[config.mk]
export PLATFORM = sky130hd
export DESIGN_NAME = xbus_gate
export DESIGN_NICKNAME = d
export VERILOG_FILES = /design/src/rtl/xbg_pkg.sv /design/src/rtl/xbg_mode_latch.sv /design/src/rtl/xbg_region_dec.sv /design/src/rtl/xbg_strobe.sv /design/src/rtl/xbus_gate.sv
export SDC_FILE = /design/constraint.sdc
export NUM_CORES = 1
export LEC_CHECK = 0
export ABC_AREA = 1
export BUFFER_PORTS_ARGS = -buffer_cell sky130_fd_sc_hd__buf_2
export CAP_MARGIN = 25
export CORE_AREA = 5 5 42 44
export DETAILED_ROUTE_END_ITERATION = 12
export DIE_AREA = 0 0 47 49
export PLACE_DENSITY = 0.8
export SYNTH_ARGS = -nofsm -noshare
export SYNTH_HDL_FRONTEND = slang
export SYNTH_HIERARCHICAL = 1
export SYNTH_SLANG_ARGS = --single-unit
[constraint.sdc]
create_clock -name clk -period 1.85 [get_ports clk]
set_input_delay 0.37 -clock clk [delete_from_list [all_inputs] [get_ports clk]]
set_output_delay 0.37 -clock clk [all_outputs]
set_load 0.05 [all_outputs]
[src/rtl/xbg_pkg.sv]
package xbg_pkg;

  // Request kind after resolving simultaneous read and write.
  typedef enum logic [1:0] {
    ACC_NONE  = 2'd0,
    ACC_READ  = 2'd1,
    ACC_WRITE = 2'd2
  } acc_e;

  // Write takes precedence when both requests are raised together.
  function automatic acc_e resolve_acc(input logic rd, input logic wr);
    if (wr)      return ACC_WRITE;
    else if (rd) return ACC_READ;
    else         return ACC_NONE;
  endfunction

  // Data byte put on the external bus: only during an external write.
  function automatic logic [7:0] drive_byte(input logic oe, input logic [7:0] d);
    return oe ? d : 8'h00;
  endfunction

endpackage

[src/rtl/xbg_mode_latch.sv]
module xbg_mode_latch (
  input  logic clk,
  input  logic rst_n,
  input  logic mode_pin,
  output logic mode_mcu
);

  logic strap_q;

  // The strap follows the pin on every edge inside reset and is frozen
  // once reset is released; the value seen last before release wins.
  always_ff @(posedge clk) begin
    if (!rst_n) begin
      strap_q <= mode_pin;
    end
  end

  assign mode_mcu = strap_q;

endmodule

[src/rtl/xbg_region_dec.sv]
module xbg_region_dec #(
  parameter int ADDR_W  = 16,
  parameter int N_AREAS = 2,
  parameter logic [ADDR_W-1:0]         PROG_BASE  = '0,
  parameter logic [ADDR_W-1:0]         PROG_LIMIT = 16'h7FFF,
  parameter logic [N_AREAS*ADDR_W-1:0] AREA_BASE  = {16'hF000, 16'h8000},
  parameter logic [N_AREAS*ADDR_W-1:0] AREA_LIMIT = {16'hF0FF, 16'h87FF}
) (
  input  logic [ADDR_W-1:0]  addr,
  input  logic               mode_mcu,
  output logic [N_AREAS:0]   sel,
  output logic               hit
);

  localparam int NSEL = N_AREAS + 1;

  // Inclusive window compare.
  function automatic logic in_window(input logic [ADDR_W-1:0] a,
                                     input logic [ADDR_W-1:0] lo,
                                     input logic [ADDR_W-1:0] hi);
    return (a >= lo) && (a <= hi);
  endfunction

  logic [NSEL-1:0] raw;
  logic [NSEL:0]   taken;

  // Slot 0: program region, only internal in controller mode.
  assign raw[0] = mode_mcu && in_window(addr, PROG_BASE, PROG_LIMIT);

  genvar k;
  generate
    for (k = 0; k < N_AREAS; k++) begin : g_area
      assign raw[k+1] = in_window(addr,
                                  AREA_BASE[k*ADDR_W +: ADDR_W],
                                  AREA_LIMIT[k*ADDR_W +: ADDR_W]);
    end
  endgenerate

  // Fixed-priority chain: lower slot index wins.
  assign taken[0] = 1'b0;
  generate
    for (k = 0; k < NSEL; k++) begin : g_prio
      assign sel[k]     = raw[k] && !taken[k];
      assign taken[k+1] = taken[k] || raw[k];
    end
  endgenerate

  assign hit = taken[NSEL];

endmodule

[src/rtl/xbg_strobe.sv]
module xbg_strobe
  import xbg_pkg::*;
(
  input  logic       run,
  input  acc_e       acc,
  input  logic       hit_int,
  input  logic [7:0] cpu_wdata,
  input  logic [7:0] ext_din,
  output logic       ext_ce_n,
  output logic       ext_rd_n,
  output logic       ext_wr_n,
  output logic       ext_dq_oe,
  output logic [7:0] ext_dout,
  output logic [7:0] cpu_rdata
);

  logic ext_go;
  logic ext_rd;
  logic ext_wr;

  assign ext_go = run && (acc != ACC_NONE) && !hit_int;
  assign ext_rd = ext_go && (acc == ACC_READ);
  assign ext_wr = ext_go && (acc == ACC_WRITE);

  assign ext_ce_n  = !ext_go;
  assign ext_rd_n  = !ext_rd;
  assign ext_wr_n  = !ext_wr;
  assign ext_dq_oe = ext_wr;
  assign ext_dout  = drive_byte(ext_wr, cpu_wdata);
  assign cpu_rdata = ext_rd ? ext_din : 8'h00;

endmodule

[src/rtl/xbus_gate.sv]
module xbus_gate
  import xbg_pkg::*;
#(
  parameter int ADDR_W  = 16,
  parameter int N_AREAS = 2,
  parameter logic [ADDR_W-1:0]         PROG_BASE  = '0,
  parameter logic [ADDR_W-1:0]         PROG_LIMIT = 16'h7FFF,
  parameter logic [N_AREAS*ADDR_W-1:0] AREA_BASE  = {16'hF000, 16'h8000},
  parameter logic [N_AREAS*ADDR_W-1:0] AREA_LIMIT = {16'hF0FF, 16'h87FF}
) (
  input  logic              clk,
  input  logic              rst_n,
  input  logic              mode_pin,
  input  logic [ADDR_W-1:0] cpu_addr,
  input  logic              cpu_rd,
  input  logic              cpu_wr,
  input  logic [7:0]        cpu_wdata,
  output logic [7:0]        cpu_rdata,
  input  logic [7:0]        ext_din,
  output logic [7:0]        ext_dout,
  output logic              ext_dq_oe,
  output logic              ext_ce_n,
  output logic              ext_rd_n,
  output logic              ext_wr_n,
  output logic [N_AREAS:0]  int_sel
);

  localparam int NSEL = N_AREAS + 1;

  // Named internal events, brought out for the checker.
  logic            mode_mcu;
  logic            hit_int;
  logic            access;
  logic [NSEL-1:0] dec_sel;
  acc_e            acc;

  assign acc    = resolve_acc(cpu_rd, cpu_wr);
  assign access = (acc != ACC_NONE);

  xbg_mode_latch u_mode (
    .clk      (clk),
    .rst_n    (rst_n),
    .mode_pin (mode_pin),
    .mode_mcu (mode_mcu)
  );

  xbg_region_dec #(
    .ADDR_W     (ADDR_W),
    .N_AREAS    (N_AREAS),
    .PROG_BASE  (PROG_BASE),
    .PROG_LIMIT (PROG_LIMIT),
    .AREA_BASE  (AREA_BASE),
    .AREA_LIMIT (AREA_LIMIT)
  ) u_dec (
    .addr     (cpu_addr),
    .mode_mcu (mode_mcu),
    .sel      (dec_sel),
    .hit      (hit_int)
  );

  xbg_strobe u_strb (
    .run       (rst_n),
    .acc       (acc),
    .hit_int   (hit_int),
    .cpu_wdata (cpu_wdata),
    .ext_din   (ext_din),
    .ext_ce_n  (ext_ce_n),
    .ext_rd_n  (ext_rd_n),
    .ext_wr_n  (ext_wr_n),
    .ext_dq_oe (ext_dq_oe),
    .ext_dout  (ext_dout),
    .cpu_rdata (cpu_rdata)
  );

  assign int_sel = (rst_n && access) ? dec_sel : '0;

endmodule

==> results of run 1 <==
[critical path, stage by stage]
cell and delay [ns]:
buf_2 0.10, inv_1 0.07, nor2_1 0.04, nand3_1 0.08, nand3_1 0.12, nor2_4 0.17, nand2_4 0.11, nor2_1 0.09
clkbuf_4 0.23
[power by group]
| group | switching [W] | internal (W) |
|---|---|---|
| Clock | 0 | 0 |
| Combinational | 0.0000949 | 0.0000504 |
| Sequential | 0.000000443 | 0.0000274 |
| Total | 0.0000954 | 0.0000778 |
[cells in the mapped netlist]
cell	count	area (um2)
edfxtp_1	1	30.0
inv_1	34	128
nand2_1	6	22.5
nand2_2	2	12.5
nand3_1	2	10.0
nor2_1	24	90.1
nor2_2	1	6.26
nor3_1	3	15.0
o21ai_0	1	5.00
[through the flow]
| step | worst slack [ns] | hold slack [ns] | power [W] | cells | setup TNS [ns] |
|---|---|---|---|---|---|
| after floorplan | -0.291 | 0.469 | 0.000113 | 74 | -4.49 |
| after global placement | 0.0200 | 0.548 | 0.000158 | 141 | 0 |
| after detailed placement | -0.0144 | 0.554 | 0.000161 | 141 | -0.0848 |
| after CTS | 0.00148 | 0.554 | 0.000166 | 141 | 0 |
| after global routing | -0.00327 | 0.565 | 0.000188 | 141 | -0.00558 |
| final | 0.0944 | 0.553 | 0.000173 | 141 | 0 |
[what timing repair did]
| action | 4_1_cts | 5_1_grt |
|---|---|---|
| endpoints found under the setup margin | 11 | 17 |
| hold buffers | 0 | 0 |
| pin swaps | 0 | 1 |
| gates resized for setup | 11 | 19 |
| buffers inserted | 0 | 0 |
[kinds of logic (layout without fill, tap and decap cells)]
| logic type | Yosys count | after routing | share of synthesized area, % |
|---|---|---|---|
| AND/OR/NAND/NOR | 38 | 38 | 49.0 |
| AO/OA/AOI/OAI | 1 | 1 | 1.57 |
| buffers and inverters | 34 | 85 | 40.0 |
| flip-flops | 1 | 1 | 9.41 |
[layout make-up]
cell class | instances | area, um2
inverter | 34 | 128
timing repair buffer | 51 | 318
sequential | 1 | 30.0
tap | 16 | 20.0
multi-input combinational | 39 | 199
fill | 148 | 707
[layer usage]
layer,vias up,GRT usage [%]
li1,297,-
met1,225,10.5
met2,38,17.9
met3,0,0.738
met4,0,0
met5,-,0
[final timing paths]
| path | to | slack, ns |
|---|---|---|
| worst max-delay path | cpu_rdata[7] | 0.09 |
| worst min-delay path | u_mode/mode_mcu$_DFFE_PN_ | 0.55 |
==> impl_metrics.toml, run 1 <==
[floorplanning]
initial_core_util_pct = 22.8
die_h_um = 49
die-width_um = 47
design.portCount = 60
fp.dieArea_um2 = 2300
num_rows = 14
core_area_um2 = 1400

[timing]
final-max-slew-violation-count = 0
final-hold-violation-count = 0
final_min_period_over_clock_period_pct = 94.9
slew_headroom_pct = 80.8
timing.fmax_ghz = 0.570
timing.final.crit_period_ns = 1.76
tightestPinTransition_ns = 0.286
finalSetupViolCount = 0

[grt]
wire_length_of_the_first_global_routing_pass_mm = 1.74
grt_pass1_vias = 469
grt_overflow = 0
antenna_found_initial = 0
grt.total_usage_pct = 9.07
maximum_number_of_pins_on_one_net_before_global_route_repair = 11

[synth]
synth_fp_nets = 111
netlist_area_before_placement_um2 = 319
postSynthCellCount = 74
yosys_register_bits = 1
netlist-cell-type-count = 9
ys_seq_area_share_pct = 9.41
yosys_warnings = 6
postSynthAreaPerCell_um2 = 4.31

[place]
dp_hpwl_mm = 1.02
gp_routability_congestion = 0.687
portBuffers = 51
placed_area_um2 = 612

[critical_path]
worst_ep_arrival_time_ns = 1.39
worstSetupStartpointType = "input pin"
worst-setup-path-type = "input pin to output port"
worstSetupEndpointType = "output port"
timing.critical_path.from = "cpu_addr[15]"
path_max_fanout = 9
worst-endpoint-required_ns = 1.48

[route]
vias = 560
wl_met1_um = 393
drt_pass1_iterations = 4
dr_wl_met2_um = 562
detail_route.wirelength_mm = 1.19
route.top_layer_used = "met3"
dr_wl_met3_um = 233
avgViaCountPerCell = 3.97
post_drt_wl_per_cell_um = 8.43
drtAntennaViolNets = 0
drcViolationCount = 0
detail_route.iter0.violations = 3

[final_layout]
largest_register_ffs = 1
num-nets-final = 164
most_common_library_cell_in_the_layout_ignoring_fill_and_taps = "buf_2"
drive_gt1_share_pct = 48.0
insertedDiodeCount = 0
final_cell_area_um2 = 694
synthToLayoutAreaGrowth_pct = 118
fin_util_pct = 49.6
mostFrequentLayoutCells = "buf_2 (35), inv_1 (34), nor2_1 (21)"

[power_and_ir_drop]
total_leakage_power_nw = 0.514
maximum_vdd_drop_mv = 0.174
pwr_density_cell_nw_per_um2 = 249

[status]
run_status = "completed"

[hold_path]
hold_path.class = "input pin to flip-flop"
worstHoldStart = "mode_pin"
hold_depth = 1

[clock_network]
clkTransAtPathRegs_ns = 0

[job]
drv_cap = 0
No activity file was read; power rests on OpenSTA's default activity.
==> run 2, diff against run 1 <==
==> constraint.sdc (replaced) <==
create_clock -name clk -period 1.85 [get_ports clk]
set_input_delay 0.185 -clock clk [delete_from_list [all_inputs] [get_ports clk]]
set_output_delay 0.185 -clock clk [all_outputs]
set_load 0.05 [all_outputs]
==> run 2 against run 1 <==
  * Die area is the same
  * Maximum frequency rose by 19%
  * Flip-flop and latch count unchanged
  * Core utilization fell by 7.1 points
  * Largest power group unchanged
  * Wire length barely moved
  * Global-route usage is 1.7 points higher
  * Sequential share of layout area increased by 0.73 points
  * Total power fell by 8.9%
  * Combinational power fell by 10%
  * First-iteration DRC count up 67%
  * Critical endpoint is now ext_dout[3]
  * Largest cell class unchanged
  * Sequential power hardly changed
==> impl_metrics.toml, run 2 (same netlist as run 1, synthesis figures left out) <==
[place]
placed_area_um2 = 594
dp_hpwl_mm = 1.12
gp_routability_congestion = 0.748
placement.setup.worst_slack_ns = 0.362
portBuffers = 51

[critical_path]
worstSetupEndpointType = "output port"
worstSetupStartpointType = "input pin"
worst_ep_arrival_time_ns = 1.29
path_max_fanout = 10
worst-endpoint-required_ns = 1.66
worst-setup-path-type = "input pin to output port"

[power_and_ir_drop]
sequentialPowerShare_pct = 17.6
internal-power_w = 0.0000693
pwr_density_cell_nw_per_um2 = 265
p_switching_w = 0.0000884
maximum_vdd_drop_mv = 0.145
power.share.switching_pct = 56.0
share_comb_of_total_power_pct = 82.4
total_leakage_power_nw = 0.495
p_clk_share_pct = 0

[route]
avgViaCountPerCell = 3.76
vias = 530
drtAntennaViolNets = 0
post_drt_wl_per_cell_um = 8.44
drt_pass1_iterations = 4
detail_route.iter0.violations = 5
drcViolationCount = 0
detail_route.wirelength_mm = 1.19

[timing]
timing.final.crit_period_ns = 1.47
tightestPinTransition_ns = 0.260
final-max-slew-violation-count = 0
finalSetupViolCount = 0
fin_ws_ns = 0.378
rsz0062_at_grt = "no"
totalNegativeSetupSlack_ns = 0
slew_headroom_pct = 82.8
timing.fmax_ghz = 0.679
final_min_period_over_clock_period_pct = 79.6
final-hold-violation-count = 0

[final_layout]
final-seq-area_um2 = 30.0
fillerInstances = 172
largest_register_ffs = 1
drive_gt1_share_pct = 43.2
num-nets-final = 164
synthToLayoutAreaGrowth_pct = 86.3
final_cell_area_um2 = 594
most_common_library_cell_in_the_layout_ignoring_fill_and_taps = "buf_2"
multiInputGateArea_um2 = 161
mostFrequentLayoutCells = "buf_2 (51), inv_1 (34), nor2_1 (24)"
insertedDiodeCount = 0

[floorplanning]
die-width_um = 47
design.portCount = 60
fp.dieArea_um2 = 2300
num_rows = 14
core_area_um2 = 1400
die_h_um = 49
initial_core_util_pct = 22.8

[job]
drv_cap = 0

[clock_network]
post_cts_setup_buffer_count = 0
clkTransAtPathRegs_ns = 0
hold_buffers = 0
post_cts_resize_count = 0

[grt]
grt_pass1_vias = 499
antenna_found_initial = 0
grt.total_usage_pct = 10.8
wire_length_of_the_first_global_routing_pass_mm = 2.01
maximum_number_of_pins_on_one_net_before_global_route_repair = 11
grt_overflow = 0

[status]
run_status = "completed"

[hold_path]
hold_depth = 1
hold_path.class = "input pin to flip-flop"
[run 2: cell types whose count changed in the layout (fill, tap and decap cells not counted)]
cell      delta
buf_2       +16
buf_4        -8
buf_6        -6
nor2_1       +3
nor3_1       +3
nor3_2       -3
clkbuf_4     -2
nand2_2      +2
nand2_4      -2
nor2_2       -2
nor2_4       -1
[run 2: area by class of cell]
cell class                      instances  share of cell area, %
Tap cell                               16                   3.37
Sequential cell                         1                   5.05
Multi-Input combinational cell         39                   27.2
Inverter                               34                   21.5
Timing Repair Buffer                   51                   42.9
[run 2: final timing paths]
check / startpoint / endpoint
min: mode_pin / u_mode/mode_mcu$_DFFE_PN_
max: cpu_addr[15] / ext_dout[3]
[run 2: per-layer routing]
layer	GRT usage (%)	vias up	share of wire, %
met5	0	-	0
met1	12.2	217	36
met4	0	0	0
met3	0.369	0	6.4
met2	21.9	14	58
li1	-	299	-
[run 2: power by group through the flow]
stage               Combinational (W)  Sequential, W  Clock, W
detailed placement           0.000131      0.0000278         0
CTS                          0.000132      0.0000278         0
finish                       0.000130      0.0000278         0
global route                 0.000143      0.0000280         0
global placement             0.000128      0.0000277         0
floorplan                   0.0000826      0.0000277         0
[run 2: worst max-delay path, stage by stage]
cell and delay (ns):
buf_2 0.10, inv_1 0.06, nor2_1 0.04, nand3_1 0.09, nand3_1 0.10, nor2_2 0.18
nand2_2 0.14, nor2_1 0.12, buf_2 0.28
[run 2: stage by stage]
stage | util (%) | power (W) | instances | hold slack (ns)
global route | 42.4 | 0.000171 | 141 | 0.374
floorplan | - | 0.000110 | 74 | 0.284
CTS | 42.4 | 0.000159 | 141 | 0.364
global placement | 42.4 | 0.000156 | 141 | 0.362
detailed placement | 42.4 | 0.000159 | 141 | 0.364
finish | 42.4 | 0.000158 | 141 | 0.364
